## config.mk

```make
export PLATFORM = sky130hd
export DESIGN_NAME = modem_status_reg
export DESIGN_NICKNAME = d
export VERILOG_FILES = /design/src/rtl/msr_pkg.sv /design/src/rtl/msr_sync.sv /design/src/rtl/msr_src_sel.sv /design/src/rtl/msr_change_fsm.sv /design/src/rtl/modem_status_reg.sv
export SDC_FILE = /design/constraint.sdc
export NUM_CORES = 1
export LEC_CHECK = 0
export ABC_AREA = 1
export BUFFER_PORTS_ARGS = -buffer_cell sky130_fd_sc_hd__buf_2
export CAP_MARGIN = 40
export CELL_PAD_IN_SITES_DETAIL_PLACEMENT = 1
export CELL_PAD_IN_SITES_GLOBAL_PLACEMENT = 1
export CORE_UTILIZATION = 34
export CTS_CLUSTER_DIAMETER = 100
export DETAILED_ROUTE_END_ITERATION = 8
export PLACE_DENSITY_LB_ADDON = 0.1
export SKIP_LAST_GASP = 1
export SLEW_MARGIN = 0
export SYNTH_ARGS = -nofsm -noshare
export SYNTH_HDL_FRONTEND = slang
export SYNTH_SLANG_ARGS = --single-unit
```

## constraint.sdc

```tcl
create_clock -name clk -period 0.8 [get_ports clk]
set_input_delay 0.04 -clock clk [delete_from_list [all_inputs] [get_ports clk]]
set_output_delay 0.04 -clock clk [all_outputs]
set_load 0.02 [all_outputs]
```

## src/rtl/msr_pkg.sv

```systemverilog
package msr_pkg;

    localparam int unsigned NUM_LINES = 4;

    // line index order inside the block; also the order of status/flag bits
    localparam int unsigned LINE_CTS = 0;
    localparam int unsigned LINE_DSR = 1;
    localparam int unsigned LINE_RI  = 2;
    localparam int unsigned LINE_CD  = 3;

    // lines whose flag fires only on the 1->0 transition of the status bit
    localparam logic [NUM_LINES-1:0] TRAIL_ONLY_MASK = 4'b0100;

    typedef enum logic [0:0] {
        ST_FILL  = 1'b0,
        ST_ARMED = 1'b1
    } msr_state_e;

    // modem-control bit that feeds each line in loopback
    function automatic int unsigned loop_src_bit(input int unsigned line);
        case (line)
            LINE_CTS: return 1;
            LINE_DSR: return 0;
            LINE_RI:  return 2;
            default:  return 3;
        endcase
    endfunction

endpackage

```

## src/rtl/msr_sync.sv

```systemverilog
module msr_sync #(
    parameter int unsigned WIDTH  = 4,
    parameter int unsigned STAGES = 2
) (
    input  logic             clk,
    input  logic             rst_n,
    input  logic [WIDTH-1:0] din,
    output logic [WIDTH-1:0] dout
);
    logic [WIDTH-1:0] stage_q [STAGES];

    generate
        for (genvar s = 0; s < STAGES; s++) begin : g_stage
            if (s == 0) begin : g_first
                always_ff @(posedge clk or negedge rst_n) begin
                    if (!rst_n) stage_q[0] <= '0;
                    else        stage_q[0] <= din;
                end
            end else begin : g_next
                always_ff @(posedge clk or negedge rst_n) begin
                    if (!rst_n) stage_q[s] <= '0;
                    else        stage_q[s] <= stage_q[s-1];
                end
            end
        end
    endgenerate

    assign dout = stage_q[STAGES-1];
endmodule

```

## src/rtl/msr_src_sel.sv

```systemverilog
module msr_src_sel
    import msr_pkg::*;
(
    input  logic                 loop_en,
    input  logic [NUM_LINES-1:0] pin_stat,
    input  logic [3:0]           mcr_bits,
    output logic [NUM_LINES-1:0] sel_stat
);
    generate
        for (genvar i = 0; i < NUM_LINES; i++) begin : g_line
            localparam int unsigned SRC = loop_src_bit(i);
            assign sel_stat[i] = loop_en ? mcr_bits[SRC] : pin_stat[i];
        end
    endgenerate
endmodule

```

## src/rtl/msr_change_fsm.sv

```systemverilog
module msr_change_fsm
    import msr_pkg::*;
#(
    parameter int unsigned SYNC_STAGES = 2
) (
    input  logic                 clk,
    input  logic                 rst_n,
    input  logic [NUM_LINES-1:0] cur_stat,
    input  logic                 rd_stb,
    output logic [NUM_LINES-1:0] flags
);
    localparam int unsigned FILL_LEN = SYNC_STAGES;
    localparam int unsigned CNT_W    = $clog2(FILL_LEN + 1) + 1;

    msr_state_e            state_q, state_d;
    logic [CNT_W-1:0]      fill_cnt_q;
    logic                  armed;
    logic [NUM_LINES-1:0]  prev_q;
    logic [NUM_LINES-1:0]  delta;
    logic [NUM_LINES-1:0]  flags_q, flags_d;

    // state register
    always_ff @(posedge clk or negedge rst_n) begin
        if (!rst_n) begin
            state_q    <= ST_FILL;
            fill_cnt_q <= '0;
        end else begin
            state_q <= state_d;
            if (state_q == ST_FILL)
                fill_cnt_q <= fill_cnt_q + 1'b1;
        end
    end

    // next state and outputs of the controller
    always_comb begin
        state_d = state_q;
        armed   = 1'b0;
        unique case (state_q)
            ST_FILL: begin
                if (fill_cnt_q == CNT_W'(FILL_LEN))
                    state_d = ST_ARMED;          // FILL_DONE
            end
            ST_ARMED: begin
                armed = 1'b1;
            end
        endcase
    end

    // per-line change detection
    generate
        for (genvar i = 0; i < NUM_LINES; i++) begin : g_det
            if (TRAIL_ONLY_MASK[i]) begin : g_trail
                assign delta[i] = prev_q[i] & ~cur_stat[i];
            end else begin : g_both
                assign delta[i] = prev_q[i] ^ cur_stat[i];
            end
        end
    endgenerate

    always_comb begin
        flags_d = flags_q;
        if (rd_stb)
            flags_d = '0;
        if (armed)
            flags_d = flags_d | delta;
    end

    always_ff @(posedge clk or negedge rst_n) begin
        if (!rst_n) begin
            prev_q  <= '0;
            flags_q <= '0;
        end else begin
            prev_q  <= cur_stat;
            flags_q <= flags_d;
        end
    end

    assign flags = flags_q;

    AST_FILL_QUIET: assert property (@(posedge clk) disable iff (!rst_n)
        (state_q == ST_FILL) |-> (flags_q == '0));

    AST_FLAG_STICKY: assert property (@(posedge clk) disable iff (!rst_n)
        (state_q == ST_ARMED && !rd_stb) |=> ((flags_q & $past(flags_q)) == $past(flags_q)));

    AST_READ_CLEARS: assert property (@(posedge clk) disable iff (!rst_n)
        (state_q == ST_ARMED && rd_stb && delta == '0) |=> (flags_q == '0));

    AST_RI_TRAIL_ONLY: assert property (@(posedge clk) disable iff (!rst_n)
        (!flags_q[LINE_RI] && cur_stat[LINE_RI]) |=> !flags_q[LINE_RI]);

endmodule

```

## src/rtl/modem_status_reg.sv

```systemverilog
module modem_status_reg
    import msr_pkg::*;
#(
    parameter int unsigned SYNC_STAGES = 2
) (
    input  logic       clk,
    input  logic       rst_n,
    input  logic       cts_n,
    input  logic       dsr_n,
    input  logic       ri_n,
    input  logic       cd_n,
    input  logic [3:0] mcr_bits,
    input  logic       loop_en,
    input  logic       rd_stb,
    output logic [7:0] rd_data,
    output logic       irq
);
    logic [NUM_LINES-1:0] raw_stat;
    logic [NUM_LINES-1:0] pin_stat;
    logic [NUM_LINES-1:0] sel_stat;
    logic [NUM_LINES-1:0] flags;

    // active-low pins turned into active-high status, in line order
    assign raw_stat[LINE_CTS] = ~cts_n;
    assign raw_stat[LINE_DSR] = ~dsr_n;
    assign raw_stat[LINE_RI]  = ~ri_n;
    assign raw_stat[LINE_CD]  = ~cd_n;

    msr_sync #(
        .WIDTH  (NUM_LINES),
        .STAGES (SYNC_STAGES)
    ) u_sync (
        .clk  (clk),
        .rst_n(rst_n),
        .din  (raw_stat),
        .dout (pin_stat)
    );

    msr_src_sel u_sel (
        .loop_en (loop_en),
        .pin_stat(pin_stat),
        .mcr_bits(mcr_bits),
        .sel_stat(sel_stat)
    );

    msr_change_fsm #(
        .SYNC_STAGES(SYNC_STAGES)
    ) u_chg (
        .clk     (clk),
        .rst_n   (rst_n),
        .cur_stat(sel_stat),
        .rd_stb  (rd_stb),
        .flags   (flags)
    );

    assign rd_data = {sel_stat, flags};
    assign irq     = |flags;

    AST_LOOP_CTS: assert property (@(posedge clk) disable iff (!rst_n)
        loop_en |-> (rd_data[4] == mcr_bits[1]));
    AST_LOOP_DSR: assert property (@(posedge clk) disable iff (!rst_n)
        loop_en |-> (rd_data[5] == mcr_bits[0]));
    AST_LOOP_RI: assert property (@(posedge clk) disable iff (!rst_n)
        loop_en |-> (rd_data[6] == mcr_bits[2]));
    AST_LOOP_CD: assert property (@(posedge clk) disable iff (!rst_n)
        loop_en |-> (rd_data[7] == mcr_bits[3]));
    AST_IRQ_FLAGS: assert property (@(posedge clk) disable iff (!rst_n)
        irq == (rd_data[3:0] != 4'b0));

endmodule

```

==> metrics list <==
- The placed instances occupy a cell area of 987 µm².
* Simple-gate portion of the synthesized area: around 22%
- Register-to-register path setup slack: -140 ps
- Post-route cell area: 1270 µm²
- Violations in the final reports: setup timing
- Worst Tran Pin Value: 459 ps
- The number of global-route vias before repair is around 700.
- Xor/xnor cell area share of the yosys netlist: between 2 and 2.5%
- Post-route fraction of the period consumed by the critical path: 128%
- Max rail drop VDD: ~0.79 mV
- Number of port buffers: 20
- The cell area that synthesis handed to floorplanning was 846 µm².
* Number of distinct standard cells referenced by the synthesized netlist: 16
- The completed layout was analyzed and its total power is around 2.0 mW.
- Once the floorplan was initialized, standard cells occupied 37.2% of the core.
* Gp weighted congestion: just under 0.7
- Peak fanout along the critical path: 3
- Data arrives at the worst endpoint at about 990 ps.
* Root Buffer: sky130_fd_sc_hd__clkbuf_4
- The worst hold path was traced through 4 stages.
- First-pass GRT wire length: 3040 µm
- In the routed layout, each cell is associated on average with a via count of between 4 and 5.
- Post-detail-place hpwl: 1230 µm
* Max-slew violation total from the final report: 0
- Gate count after technology mapping: between 80 and 90
- Kind of path behind the tightest hold check: in2reg
* Final antenna-violating net count: 0
- Worst slew margin relative to its limit: between 60% and 70%
- Result of the run: complete, but fails checks
* Die extent in y: about 52 µm
* Via Count: just under 700
- In this run the standard cell core region covers 2280 µm².
- After detailed routing, the average wire length per cell comes to around 11 µm.
- The first detailed-routing pass took 3 iterations.
- Hold Path Sink: u_chg.flags[3]$_DFF_PN0_
- Counting every sink on the clock net gives 20.
- Layout-stage area growth over the synthesis result: 50.0%
- Proportion of layout cells with a drive suffix above 1: a little under half
* Pleak: around 0.7 nW
- Period minus WS final: 1030 ps
- Total Routed Length: roughly 1800 µm
- I/O pin count: 21
- For this run, the post-layout net count is 145.
- The number of clock buffers added by TritonCTS is 3.
- Hold wc startpoint: rd_stb
- Initial DRC count: 7
- Ratio of total power to cell area: 1590 nW/µm²
- Number of remaining DRC errors: 0
* Antenna fix cells: 0
- Number of levels the H-tree was split into: 1
- Aggregate global routing overflow: 0
- Max cap viols: 0
- The clock passes through at most 2 buffers.
- Entering global routing, the biggest net connects 21 pins.
* Critical Path Sink Type: primary output
- The number of cells on the worst reg-to-reg path is 3.
- From left edge to right edge, the die measures ~52 µm.
* Fraction of the mapped netlist area in compound gates: about 2.2%
- Initial antenna violation count: 0
- After layout, the worst setup slack is -228 ps.
- The worst setup path is of the reg2out kind.
* DIE AREA: around 2700 µm²
- Global routing consumed, over all layers together, 15.8% of the routing resources.
- Of the synthesized area, sequential elements account for around three fifths.
- TritonCTS clock tree: built
* Avg Inst Size Synth: 9.61 µm²
* Multiplexer area fraction after synthesis: 0%
* Fmax: 973 MHz
* Number of synthesis warnings: 0
- After clock tree synthesis, the clock-pin slew on the worst setup and hold paths is between 100 and 150 ps.
* Clock latency on the worst-skew pair: between 200 and 300 ps
- Setup repair after global routing could not meet its margin everywhere.
- The worst setup path is launched from a flip-flop.
- The worst register-to-register path ends at u_chg.fill_cnt_q[1]$_DFFE_PN0N_.
* Floorplan row count: 17
* Number of synthesized register bits: 20
* Synth Net Count: between 100 and 150
- Worst R2R Start: u_chg.fill_cnt_q[0]$_DFFE_PN0N_
* Largest family of logic cells by synthesized area: simple AND/OR/NAND/NOR gates
* Final clock skew: just over 9 ps
* Final hold violation count: 0
- # setup viols final: 18
- Area share of fa/ha/maj cells after synthesis: 2.96%
- Worst Path Required: approximately 760 ps
## report_power, final
part	total, mW	leakage, nW	switching, mW	internal [mW]
clock network	0.472	0.0138	0.297	0.175
registers	1.11	0.225	0.0340	1.07
logic	0.443	0.449	0.218	0.225
## worst max-delay path: stages, from the launching register on
cell and delay, ps:
sky130_fd_sc_hd__dfrtp_1 400, sky130_fd_sc_hd__nor2_1 100, sky130_fd_sc_hd__nand2_1 70, sky130_fd_sc_hd__buf_6 130
## registers in the layout (all words and copies together), names as in the netlist
signal            count
u_chg.flags           4
u_chg.prev_q          4
u_sync.dout           4
u_sync.stage_q        4
u_chg.fill_cnt_q      3
u_chg.state_q         1
## layer usage
metal	wire length (µm)	global-route usage, %	vias to the layer above
met5	0	0	-
met4	16	8.11	0
met3	38	2.63	2
met2	971	26.7	13
met1	779	19.1	328
li1	-	-	343
## synth_stat cells, drive strengths merged
| master | number | area [µm²] |
|---|---|---|
| nand2 | 29 | 121 |
| inv | 19 | 76.3 |
| ha | 2 | 25.0 |
| xnor2 | 1 | 8.76 |
| o21ai | 3 | 18.8 |
| nor2 | 2 | 7.51 |
| xor2 | 1 | 8.76 |
| dfrtp | 20 | 500 |
| buf | 2 | 18.8 |
| nand3 | 9 | 60.1 |
## worst max-delay path by stage
stage	to	from	cells past startpoint	slack, ps
global placement	u_chg.fill_cnt_q[2]$_DFFE_PN0N_	u_chg.fill_cnt_q[1]$_DFFE_PN0N_	4	-100
finish	irq	u_chg.flags[1]$_DFF_PN0_	3	-230
detailed placement	u_chg.fill_cnt_q[2]$_DFFE_PN0N_	u_chg.fill_cnt_q[1]$_DFFE_PN0N_	4	-130
CTS	irq	u_chg.flags[2]$_DFF_PN0_	3	-260
floorplan	u_chg.fill_cnt_q[2]$_DFFE_PN0N_	u_chg.fill_cnt_q[1]$_DFFE_PN0N_	4	-90
global route	rd_data[4]	u_sync.dout[0]$_DFF_PN0_	3	-280
## what timing repair did
item | 4_1_cts | 5_1_grt
pin swaps | 11 | 13
hold buffers | 5 | 0
endpoints found under the hold margin | 24 | 0
endpoints found under the setup margin | 16 | 17
setup buffers | 9 | 6
resized for setup | 31 | 7
## cells in the final DEF, fill, tap and decap left out
cell type | Yosys | layout
sky130_fd_sc_hd__o21ai_2 | 1 | 2
sky130_fd_sc_hd__nand2_4 | 0 | 1
sky130_fd_sc_hd__inv_6 | 1 | 1
sky130_fd_sc_hd__nand3_1 | 6 | 3
sky130_fd_sc_hd__xor2_1 | 1 | 1
sky130_fd_sc_hd__nor2_1 | 2 | 2
sky130_fd_sc_hd__buf_6 | 1 | 13
sky130_fd_sc_hd__nand2_2 | 5 | 7
sky130_fd_sc_hd__ha_2 | 0 | 2
sky130_fd_sc_hd__dlygate4sd3_1 | 0 | 5
sky130_fd_sc_hd__nand3_2 | 3 | 5
sky130_fd_sc_hd__nand2_1 | 24 | 21
sky130_fd_sc_hd__clkbuf_4 | 0 | 3
sky130_fd_sc_hd__dfrtp_2 | 0 | 1
sky130_fd_sc_hd__inv_1 | 17 | 16
sky130_fd_sc_hd__xnor2_2 | 0 | 1
sky130_fd_sc_hd__inv_2 | 1 | 2
sky130_fd_sc_hd__dfrtp_1 | 20 | 19
sky130_fd_sc_hd__buf_4 | 1 | 10
sky130_fd_sc_hd__buf_2 | 0 | 12
sky130_fd_sc_hd__o21ai_1 | 0 | 1
sky130_fd_sc_hd__nand3_4 | 0 | 1
## metrics by stage
stage	TNS [ps]	hold WS (ps)	setup slack (ps)	std cells	util, %
floorplan	-162	-256	-90.3	88	-
global placement	-192	5.66	-98.5	137	43.4
detailed placement	-402	28.9	-132	137	43.4
CTS	-2250	10.9	-264	153	53.4
global route	-3120	6.28	-280	157	55.7
finish	-2220	21.9	-228	157	55.7
## cells by family (layout without fill, tap and decap cells)
kind of cell,count (synthesis),count (layout)
AND/OR/NAND/NOR,40,40
XOR/XNOR,2,2
buffers and inverters,21,62
flip-flops,20,20
adder cells (fa/ha/maj),2,2
AO/OA/AOI/OAI,3,3
## final cells by class
cell class	count	area (µm²)
inverter	19	76.3
timing repair buffer	40	332
tap	28	35.0
multi-input combinational	47	302
fill	260	1010
sequential	20	502
clock buffer	3	22.5
Note: power is estimated with default switching activity, not from simulation.
